File: src/rtl/smbcfg_pkg.sv
package smbcfg_pkg;

    localparam int BYTE_W = 8;
    localparam int PTR_W  = 7;

    typedef enum logic [2:0] {
        PH_IDLE,
        PH_ADDR,
        PH_CMD,
        PH_COUNT,
        PH_WRITE,
        PH_READ,
        PH_SKIP
    } phase_e;

    typedef struct packed {
        phase_e              ph;
        logic                ack_slot;
        logic [3:0]          nbit;
        logic [BYTE_W-1:0]   shift;
        logic                drive;
        logic [PTR_W-1:0]    ptr;
        logic [BYTE_W-1:0]   left;
        logic                blk;
        logic                rnw;
        logic                rd_first;
        logic                host_ack;
        logic [2:0]          sa;
    } fsm_t;

    typedef struct packed {
        logic [BYTE_W-1:0] gear;
        logic [BYTE_W-1:0] en_lo;
        logic [BYTE_W-1:0] en_hi;
        logic [BYTE_W-1:0] bcnt;
        logic              fs;
        logic              bw;
        logic              byp;
    } bank_t;

endpackage

File: src/rtl/smbcfg_line_mon.sv
module smbcfg_line_mon (
    input  logic clk,
    input  logic rst_n,
    input  logic scl_i,
    input  logic sda_i,
    output logic scl_rise_o,
    output logic scl_fall_o,
    output logic start_o,
    output logic stop_o
);

    typedef struct packed {
        logic scl;
        logic sda;
    } line_t;

    line_t line_d, line_q;

    always_comb begin
        line_d.scl = scl_i;
        line_d.sda = sda_i;
    end

    always_ff @(posedge clk) begin
        if (!rst_n) line_q <= '{scl: 1'b1, sda: 1'b1};
        else        line_q <= line_d;
    end

    // SDA transitions are conditions only while SCL stays high
    assign scl_rise_o = scl_i & ~line_q.scl;
    assign scl_fall_o = ~scl_i & line_q.scl;
    assign start_o    = scl_i & line_q.scl & line_q.sda & ~sda_i;
    assign stop_o     = scl_i & line_q.scl & ~line_q.sda & sda_i;

endmodule

File: src/rtl/smbcfg_regbank.sv
module smbcfg_regbank
    import smbcfg_pkg::*;
#(
    parameter logic [7:0] DEV_ID   = 8'h0C,
    parameter logic [7:0] REV_ID   = 8'h00,
    parameter logic [7:0] BCNT_RST = 8'h07,
    parameter int         NOE      = 11
) (
    input  logic             clk,
    input  logic             rst_n,
    input  logic             strap_fs_i,
    input  logic             strap_bw_i,
    input  logic             strap_byp_i,
    input  logic [NOE-1:0]   oe_pin_n_i,
    input  logic             wr_en_i,
    input  logic [PTR_W-1:0] wr_idx_i,
    input  logic [7:0]       wr_data_i,
    input  logic [PTR_W-1:0] rd_idx_i,
    output logic [7:0]       rd_data_o,
    output logic [23:0]      ctrl_o
);

    localparam int HI_PINS = NOE - 8;

    bank_t bank_d, bank_q, bank_rst;

    // Reset image: gear field code depends on the frequency-select strap
    always_comb begin
        bank_rst.gear  = {3'b111, strap_fs_i, strap_fs_i, 1'b0, ~strap_fs_i, 1'b1};
        bank_rst.en_lo = 8'hFF;
        bank_rst.en_hi = 8'hEF;
        bank_rst.bcnt  = BCNT_RST;
        bank_rst.fs    = strap_fs_i;
        bank_rst.bw    = strap_bw_i;
        bank_rst.byp   = strap_byp_i;
    end

    always_comb begin
        bank_d = bank_q;
        if (wr_en_i) begin
            case (wr_idx_i)
                7'd0:    bank_d.gear  = wr_data_i;
                7'd1:    bank_d.en_lo = wr_data_i;
                7'd2:    bank_d.en_hi = wr_data_i;
                7'd7:    bank_d.bcnt  = wr_data_i;
                default: ;
            endcase
        end
    end

    always_ff @(posedge clk) begin
        if (!rst_n) bank_q <= bank_rst;
        else        bank_q <= bank_d;
    end

    logic [7:0] stat_hi;
    always_comb begin
        stat_hi = {bank_q.fs, bank_q.bw, bank_q.byp, 5'b0};
        stat_hi[HI_PINS-1:0] = oe_pin_n_i[NOE-1:8];
    end

    always_comb begin
        case (rd_idx_i)
            7'd0:    rd_data_o = bank_q.gear;
            7'd1:    rd_data_o = bank_q.en_lo;
            7'd2:    rd_data_o = bank_q.en_hi;
            7'd3:    rd_data_o = oe_pin_n_i[7:0];
            7'd4:    rd_data_o = stat_hi;
            7'd5:    rd_data_o = REV_ID;
            7'd6:    rd_data_o = DEV_ID;
            7'd7:    rd_data_o = bank_q.bcnt;
            default: rd_data_o = 8'h00;
        endcase
    end

    assign ctrl_o = {bank_q.en_hi, bank_q.en_lo, bank_q.gear};

endmodule

File: src/rtl/smbcfg_proto.sv
module smbcfg_proto
    import smbcfg_pkg::*;
#(
    parameter logic [3:0] ADDR_HI = 4'b1101
) (
    input  logic             clk,
    input  logic             rst_n,
    input  logic [2:0]       strap_addr_i,
    input  logic             sda_i,
    input  logic             scl_rise_i,
    input  logic             scl_fall_i,
    input  logic             start_i,
    input  logic             stop_i,
    input  logic [7:0]       rd_data_i,
    output logic [PTR_W-1:0] rd_idx_o,
    output logic             wr_en_o,
    output logic [PTR_W-1:0] wr_idx_o,
    output logic [7:0]       wr_data_o,
    output logic             sda_oe_o
);

    localparam logic [PTR_W-1:0] PTR_MAX  = '1;
    localparam logic [PTR_W-1:0] CNT_IDX  = 7'd7;
    localparam logic [3:0]       LAST_BIT = 4'd8;

    fsm_t q, d, rst_val;
    logic use_cnt;
    logic [PTR_W-1:0] ptr_inc;
    logic [7:0] in_byte;

    always_comb begin
        rst_val          = '0;
        rst_val.ph       = PH_IDLE;
        rst_val.sa       = strap_addr_i;
    end

    assign use_cnt  = q.blk & q.rd_first;
    assign ptr_inc  = (q.ptr == PTR_MAX) ? q.ptr : q.ptr + 7'd1;
    assign in_byte  = q.shift;
    assign rd_idx_o = use_cnt ? CNT_IDX : q.ptr;

    always_comb begin
        d         = q;
        wr_en_o   = 1'b0;
        wr_idx_o  = q.ptr;
        wr_data_o = in_byte;

        if (stop_i) begin
            d.ph       = PH_IDLE;
            d.drive    = 1'b0;
            d.ack_slot = 1'b0;
        end else if (start_i) begin
            d.ph       = PH_ADDR;
            d.nbit     = '0;
            d.drive    = 1'b0;
            d.ack_slot = 1'b0;
        end else begin
            case (q.ph)
                PH_IDLE, PH_SKIP: ;

                PH_READ: begin
                    if (!q.ack_slot) begin
                        if (scl_rise_i) d.nbit = q.nbit + 4'd1;
                        if (scl_fall_i) begin
                            if (q.nbit == LAST_BIT) begin
                                d.drive    = 1'b0;
                                d.ack_slot = 1'b1;
                            end else begin
                                d.shift = {q.shift[6:0], 1'b0};
                                d.drive = ~q.shift[6];
                            end
                        end
                    end else begin
                        if (scl_rise_i) d.host_ack = ~sda_i;
                        if (scl_fall_i) begin
                            if (q.host_ack) begin
                                d.ack_slot = 1'b0;
                                d.nbit     = '0;
                                d.shift    = rd_data_i;
                                d.drive    = ~rd_data_i[7];
                                if (use_cnt) d.rd_first = 1'b0;
                                else         d.ptr      = ptr_inc;
                            end else begin
                                d.ph    = PH_SKIP;
                                d.drive = 1'b0;
                            end
                        end
                    end
                end

                default: begin
                    if (!q.ack_slot) begin
                        if (scl_rise_i) begin
                            d.shift = {q.shift[6:0], sda_i};
                            d.nbit  = q.nbit + 4'd1;
                        end
                        if (scl_fall_i && q.nbit == LAST_BIT) begin
                            d.drive    = 1'b1;
                            d.ack_slot = 1'b1;
                            case (q.ph)
                                PH_ADDR: begin
                                    if (in_byte[7:1] == {ADDR_HI, q.sa}) begin
                                        d.rnw      = in_byte[0];
                                        d.rd_first = in_byte[0];
                                    end else begin
                                        d.ph       = PH_SKIP;
                                        d.drive    = 1'b0;
                                        d.ack_slot = 1'b0;
                                    end
                                end
                                PH_CMD: begin
                                    if (in_byte == 8'h00) begin
                                        d.blk  = 1'b1;
                                        d.ptr  = '0;
                                        d.left = '0;
                                    end else begin
                                        d.blk  = 1'b0;
                                        d.left = 8'd1;
                                        d.ptr  = (in_byte[7:5] == 3'b100) ?
                                                 {2'b00, in_byte[4:0]} : PTR_MAX;
                                    end
                                end
                                PH_COUNT: d.left = in_byte;
                                PH_WRITE: begin
                                    if (q.left != '0) begin
                                        wr_en_o = 1'b1;
                                        d.left  = q.left - 8'd1;
                                        d.ptr   = ptr_inc;
                                    end
                                end
                                default: ;
                            endcase
                        end
                    end else if (scl_fall_i) begin
                        d.ack_slot = 1'b0;
                        d.nbit     = '0;
                        d.drive    = 1'b0;
                        case (q.ph)
                            PH_ADDR: begin
                                if (q.rnw) begin
                                    d.ph    = PH_READ;
                                    d.shift = rd_data_i;
                                    d.drive = ~rd_data_i[7];
                                    if (use_cnt) d.rd_first = 1'b0;
                                    else         d.ptr      = ptr_inc;
                                end else begin
                                    d.ph = PH_CMD;
                                end
                            end
                            PH_CMD:  d.ph = q.blk ? PH_COUNT : PH_WRITE;
                            default: d.ph = PH_WRITE;
                        endcase
                    end
                end
            endcase
        end
    end

    always_ff @(posedge clk) begin
        if (!rst_n) q <= rst_val;
        else        q <= d;
    end

    assign sda_oe_o = q.drive;

endmodule

File: src/rtl/smbcfg_target.sv
module smbcfg_target
    import smbcfg_pkg::*;
(
    input  logic        clk,
    input  logic        rst_n,
    input  logic        scl_i,
    input  logic        sda_i,
    output logic        sda_oe_o,
    input  logic [2:0]  strap_addr_i,
    input  logic        strap_fs_i,
    input  logic        strap_bw_i,
    input  logic [10:0] oe_pin_n_i,
    output logic [23:0] cfg_o
);

    logic scl_rise, scl_fall, cond_start, cond_stop;
    logic wr_en;
    logic [PTR_W-1:0] wr_idx, rd_idx;
    logic [7:0] wr_data, rd_data;

    smbcfg_line_mon u_mon (
        .clk        (clk),
        .rst_n      (rst_n),
        .scl_i      (scl_i),
        .sda_i      (sda_i),
        .scl_rise_o (scl_rise),
        .scl_fall_o (scl_fall),
        .start_o    (cond_start),
        .stop_o     (cond_stop)
    );

    smbcfg_proto #(.ADDR_HI(4'b1101)) u_proto (
        .clk          (clk),
        .rst_n        (rst_n),
        .strap_addr_i (strap_addr_i),
        .sda_i        (sda_i),
        .scl_rise_i   (scl_rise),
        .scl_fall_i   (scl_fall),
        .start_i      (cond_start),
        .stop_i       (cond_stop),
        .rd_data_i    (rd_data),
        .rd_idx_o     (rd_idx),
        .wr_en_o      (wr_en),
        .wr_idx_o     (wr_idx),
        .wr_data_o    (wr_data),
        .sda_oe_o     (sda_oe_o)
    );

    smbcfg_regbank #(.NOE(11)) u_bank (
        .clk         (clk),
        .rst_n       (rst_n),
        .strap_fs_i  (strap_fs_i),
        .strap_bw_i  (strap_bw_i),
        .strap_byp_i (strap_addr_i[2]),
        .oe_pin_n_i  (oe_pin_n_i),
        .wr_en_i     (wr_en),
        .wr_idx_i    (wr_idx),
        .wr_data_i   (wr_data),
        .rd_idx_i    (rd_idx),
        .rd_data_o   (rd_data),
        .ctrl_o      (cfg_o)
    );

endmodule

File: config.mk
export PLATFORM = sky130hd
export DESIGN_NAME = smbcfg_target
export DESIGN_NICKNAME = d
export VERILOG_FILES = /design/src/rtl/smbcfg_pkg.sv /design/src/rtl/smbcfg_line_mon.sv /design/src/rtl/smbcfg_regbank.sv /design/src/rtl/smbcfg_proto.sv /design/src/rtl/smbcfg_target.sv
export SDC_FILE = /design/constraint.sdc
export NUM_CORES = 1
export LEC_CHECK = 0
export BUFFER_PORTS_ARGS = -buffer_cell sky130_fd_sc_hd__clkbuf_2
export CELL_PAD_IN_SITES_DETAIL_PLACEMENT = 2
export CELL_PAD_IN_SITES_GLOBAL_PLACEMENT = 2
export CORE_ASPECT_RATIO = 1.1
export CORE_UTILIZATION = 36
export DETAILED_ROUTE_END_ITERATION = 12
export GPL_TIMING_DRIVEN = 0
export PLACE_DENSITY = 0.82
export SLEW_MARGIN = 20
export SYNTH_ARGS = -nofsm -noshare
export SYNTH_HDL_FRONTEND = slang
export SYNTH_HIERARCHICAL = 1
export SYNTH_SLANG_ARGS = --single-unit
File: constraint.sdc
create_clock -name clk -period 4.5 [get_ports clk]
set_input_delay 0.9 -clock clk [delete_from_list [all_inputs] [get_ports clk]]
set_output_delay 0.9 -clock clk [all_outputs]
set_load 0.05 [all_outputs]
Yosys cells after proc, flatten, opt, wreduce, memory -nomap -nowiden

Index checks and enable logic that the tools add are counted.

Output and inout port bits: 25
Bits of input ports: 20
Register bits after elaboration: 76

Bitwise operators: 21
Add/sub/neg operators: 3
Muxes and demuxes: 76
Reduce and logical (&&, ||, !) cells: 37
Equal/unequal tests: 40

Operator list:

| operator             | count |
|---|---|
| $mux W16             | 9 |
| $mux W15             | 6 |
| $mux W24             | 3 |
| $pmux W8 S7          | 1 |
| $pmux W24 S2         | 1 |
| $mux W7              | 6 |
| $mux W32             | 1 |
| $mux W8              | 4 |
| $mux W29             | 1 |
| $eq A7 B3 Y1 const B | 4 |
| $pmux W8 S3          | 1 |
| $mux W1              | 22 |
| $eq A7 B2 Y1 const B | 3 |
| $reduce_bool A3 Y1   | 7 |
| $mux W19             | 1 |
| $mux W4              | 4 |
| $reduce_and A8 Y1    | 2 |
| $ne A3 B2 Y1 const B | 5 |
| $eq A7 B1 Y1 const B | 2 |
| $logic_not A7 Y1     | 2 |
| $mux W14             | 1 |
| $ne A2 B1 Y1 const B | 7 |
| $pmux W7 S2          | 1 |
| $reduce_and A7 Y1    | 2 |
| 39 further kinds     | 81 |

Longest topological paths before layout

Word-level depth: 14
Mapped depth: 11

By module

Netlist, hierarchy kept.

By module, submodules not included:

| module          | area each (sq um) | seq. area each (sq um) | cells an instance | instances |
|---|---|---|---|---|
| smbcfg_proto    | 2985.4            | 810.8                  | 374               | 1 |
| smbcfg_regbank  | 1931.9            | 760.7                  | 219               | 1 |
| smbcfg_line_mon | 85.1              | 40.0                   | 8                 | 1 |

Worst setup path before layout

No wires, ideal clock.

Kind: input to register
From: input port scl_i
To: register u_bank.bank_q (netlist bit u_bank/ctrl_o[1]), enable pin
Stages: 9
Required time: 4198 ps
Setup time: 302 ps
Slack: 980 ps
Buffers on the path: 2
Data arrival time: 3217 ps
Cells stage by stage: and4b_1 > or3_1 > or2_1 > nor2_1 > or4b_1 > buf_2 > or4_1 > clkbuf_1 > nand2_1

Cells in the longest elaborated chain, start to end: 10

Ends and longest elaborated chain:

| element                                | line                  | source |
|---|---|---|
| start, declared                        | smbcfg_target.sv:6    | `input logic scl_i,` |
| $not A1 Y1                             | smbcfg_line_mon.sv:31 | `assign scl_fall_o = ~scl_i & line_q.scl;` |
| $and A1 B1 Y1                          | smbcfg_line_mon.sv:31 |  |
| $logic_and A1 B1 Y1                    | smbcfg_proto.sv:97    | `if (scl_fall_i && q.nbit == LAST_BIT) begin` |
| $mux W1                                | smbcfg_proto.sv:97    |  |
| $mux W1                                | smbcfg_proto.sv:92    | `if (!q.ack_slot) begin` |
| $mux W1                                | smbcfg_proto.sv:58    | `case (q.ph)` |
| $mux W1                                | smbcfg_proto.sv:52    | `end else if (start_i) begin` |
| $mux W1 (*)                            | smbcfg_proto.sv:48    | `if (stop_i) begin` |
| net wr_en                              | smbcfg_target.sv:17   | `logic wr_en;` |
| $ne A2 B1 Y1 (no source line) (*)      | --                    |  |
| $reduce_and A2 Y1 (no source line) (*) | --                    |  |
| end signal, assigned                   | smbcfg_regbank.sv:52  | `if (!rst_n) bank_q <= bank_rst;` |
| end signal, assigned                   | smbcfg_regbank.sv:53  | `else bank_q <= bank_d;` |
| end, declared                          | smbcfg_regbank.sv:25  | `bank_t bank_d, bank_q, bank_rst;` |

The timed path passes the listed nets; every way through them passes the cells marked *.
A chain may end at the register's enable or synchronous reset.

Worst setup path after layout

From: input port sda_i
To: register u_bank.bank_q (netlist bit u_bank/ctrl_o[1]), enable pin

Cells in the longest elaborated chain, start to end: 6

Ends and longest elaborated chain:

| element                            | line                  | source |
|---|---|---|
| start, declared                    | smbcfg_target.sv:7    | `input logic sda_i,` |
| $not A1 Y1                         | smbcfg_line_mon.sv:32 | `assign start_o = scl_i & line_q.scl & line_q.sda & ~sda_i;` |
| $and A1 B1 Y1                      | smbcfg_line_mon.sv:32 |  |
| net cond_start                     | smbcfg_target.sv:16   | `logic scl_rise, scl_fall, cond_start, cond_stop;` |
| $mux W1                            | smbcfg_proto.sv:52    |  |
| $mux W1                            | smbcfg_proto.sv:48    |  |
| net wr_en                          | smbcfg_target.sv:17   |  |
| $ne A2 B1 Y1 (no source line)      | --                    |  |
| $reduce_and A2 Y1 (no source line) | --                    |  |

The timed path passes the listed nets, and every way through them passes these cells.

==> flow_summary.ini <==
[routing]
ant_nets = 0
drt-initial-drc-count = 246
drc = 0
wl_per_cell_microns = 21.48
vias = 4905
routed_wl_microns = 18150
vias_per_cell = 5.805
dr.pass1.iters = 4

[floorplanning]
initial_core_util_pct = 37.39
die_x_microns = 114.4
num_io_pins = 45
core_sq_um = 13380
rows = 44
die_y_microns = 125.6
die_area_sq_um = 14370

[yosys]
ys_types = 82
synth_ff_type = dfxtp_1
synth_fp_nets = 626
ys_seq_elements = 76
ys.warnings.count = 6
synth_edf_count = 9
syn_area_sq_um = 5002
synth-xor-area-share_pct = 1.051
synthCells = 601
synthSimpleGateAreaFrac_pct = 24.81
yosysSeqAreaShare_pct = 32.22
synthAdderAreaFrac_pct = 1.251
synth_compound_area_share_pct = 21.89
async_reset_ff_share_pct = 0
muxShareOfSynthArea_pct = 8.454
synth_top_family_by_area = simple AND/OR/NAND/NOR gates
syn_area_per_cell_sq_um = 8.323

[pwr]
power_leakage_nw = 2.225
power_density_nw_per_um2 = 273.2
peakVddDrop_mv = 0.1611

[run_status]
status = complete, no violations

[global_route]
grt_use_total_pct = 26.85
grt_antenna_before_repair = 0
grt_pass1_wl_microns = 29840
grt_max_degree = 16
gr-total-overflow = 0
grt_pass1_vias = 5416

[layout]
utilization_pct = 43.05
nFillCells = 1549
drive_gt1_share_pct = 20.88
final_cell_mix = 67 x dfxtp_1, 64 x nand2_1, 44 x clkbuf_2
syn2layout_area_growth_pct = 15.13
mostFrequentLayoutCell = dfxtp_1
antenna_cells = 0
final_cell_area_sq_um = 5759
layout.nets = 681

[worst_setup_path]
end_kind = flip-flop
worstSetupPathType = in2reg
crit_required_ns = 4.55
startpoint_type = input pin
arrival_ns = 3.93
r2r_cells = 10
critPathMaxFanout = 10

[timing]
fin_skew_ns = 0.01028
finalSetupViolations = 0
worst_slack_ns = 0.6119
slew_viol_final = 0
rsz0062_at_grt = no
max_freq_ghz = 0.2572
worstMarginPinSlew_ns = 1.001
slew_headroom_pct = 32.98
final.min_clock_period_ns = 3.888
finalCritPeriodShare_pct = 86.40
finalHoldViolCount = 0
setup_tns_ns = 0

[min_path]
min_path_type = reg2reg
min_path_cells = 2

[place]
dp_slack_ns = 0.2927
io_buffers = 44
place_congestion = 0.8920
post_dp_cell_area_sq_um = 5453
dp_hpwl_microns = 13400

[cts]
clkTransAtPathRegs_ns = 0.06
cts_hold_buf = 0
ctsHtreeMaxLevel = 3
post_cts_buffers = 0
clock-sinks = 76
numCtsBuffers = 9
root_buffer = clkbuf_16
tritoncts = built
cts_resized = 0
clock_latency_ns = 0.35
cts_buffer_depth = 2

[flow_run]
cap_violations = 0
-- final cells by class --
class	count	area, sq um	share of cell area [%]
repair buffers	44	220.2	3.824
well taps	184	230.2	3.997
flip-flops and latches	76	1612	27.98
plain buffers	75	464.2	8.060
clock inverters	7	81.33	1.412
inverters	14	52.55	0.9124
clock buffers	9	225.2	3.910
multi-input cells	436	2874	49.90
-- cell families (layout without fill, tap and decap cells) --
logic type / count (synthesis) / after routing
buffers and inverters: 89 / 149
xor gates and xnor gates: 6 / 6
AOI/OAI and AO/OA: 155 / 155
muxes: 41 / 41
DFF: 76 / 76
adders and majority gates: 5 / 5
and+or+nand+nor: 229 / 229
-- worst max-delay path: stages --
cell and delay [ns]:
clkbuf_2 0.13, and4b_1 0.33, or3_1 0.50, or2_1 0.32
nor2_1 0.16, or4b_1 0.47, buf_2 0.21, or4_1 0.47
clkbuf_1 0.24, nand2_1 0.20
-- cell usage after synthesis (all sizes together), types with 3 or more instances --
cell     instances  area share, %
nor4b            4           0.70
and2             8            1.0
inv             13           0.98
edfxtp           9            5.4
nand4b           3           0.53
nor2            38            2.9
o21a             7            1.1
and3             7           0.88
nor2b           16            2.0
nor3b            4           0.70
a21oi           36            3.6
a31oi            8            1.0
mux2            10            2.3
a211o            3           0.53
a211oi          11            1.7
a22oi            3           0.45
nand2b          15            1.9
xor2             5           0.88
o21ai           29            3.0
a21o             3           0.45
nor3            20            2.1
mux2i           31            6.2
a2111oi          9            2.0
a221oi           3           0.53
a22o             3           0.53
nand2           65            4.9
o211ai           3           0.45
nand3           12            1.2
ha               5            1.3
clkbuf          23            1.7
or3              7           0.88
or4              7            1.2
nor4             6            1.2
dfxtp           67             27
buf             52            7.6
a311oi           9            1.6
or2              3           0.38
-- sequential cells by signal (all words and copies together), names as in the netlist --
name and cells:
u_mon/line_q 2, u_proto/wr_idx_o 7, u_proto/q 20, u_proto/sda_oe_o 1
u_proto/d 3, u_bank/ctrl_o 24, u_proto/wr_data_o 8, u_bank/bank_d 3
u_bank/bank_q 8
-- stage by stage --
| step | std cells | power, W | hold slack, ns |
|---|---|---|---|
| floorplan | 601 | 0.0007794 | 0.4355 |
| global placement | 829 | 0.0008140 | 0.4530 |
| detailed placement | 829 | 0.0008180 | 0.4686 |
| CTS | 845 | 0.001587 | 0.4806 |
| global route | 845 | 0.001622 | 0.5033 |
| finish | 845 | 0.001573 | 0.4853 |
-- worst paths after layout --
path                                                     start                              to  slack [ns]
worst max-delay path                                     sda_i      u_bank/ctrl_o[1]$_DFFE_PP_        0.61
worst min-delay path            u_bank/bank_q[10]$_SDFFE_PN0P_  u_bank/bank_q[10]$_SDFFE_PN0P_        0.49
worst max register to register       u_proto/q[6]$_SDFFE_PN0P_   u_proto/sda_oe_o$_SDFFE_PP0P_        0.91
worst min register to register  u_bank/bank_q[10]$_SDFFE_PN0P_  u_bank/bank_q[10]$_SDFFE_PN0P_        0.49
-- metal layers --
metal | up-vias | track usage (%) | share of wire [%] | routed length, microns
met3 | 34 | 2.502 | 2.9 | 523
met2 | 115 | 48.13 | 52 | 9470
met4 | 0 | 12.07 | 3.1 | 560
met1 | 2470 | 32.22 | 42 | 7595
li1 | 2286 | - | - | -
met5 | - | 0 | 0 | 0
-- report_power, final --
part / leakage (nW) / internal [W] / switching, W
logic: 1.45 / 0.0000361 / 0.0000664
clock network: 0.147 / 0.000439 / 0.000329
registers: 0.629 / 0.000695 / 0.00000712
total: 2.23 / 0.00117 / 0.000403
(Power assumes the default switching activity.)
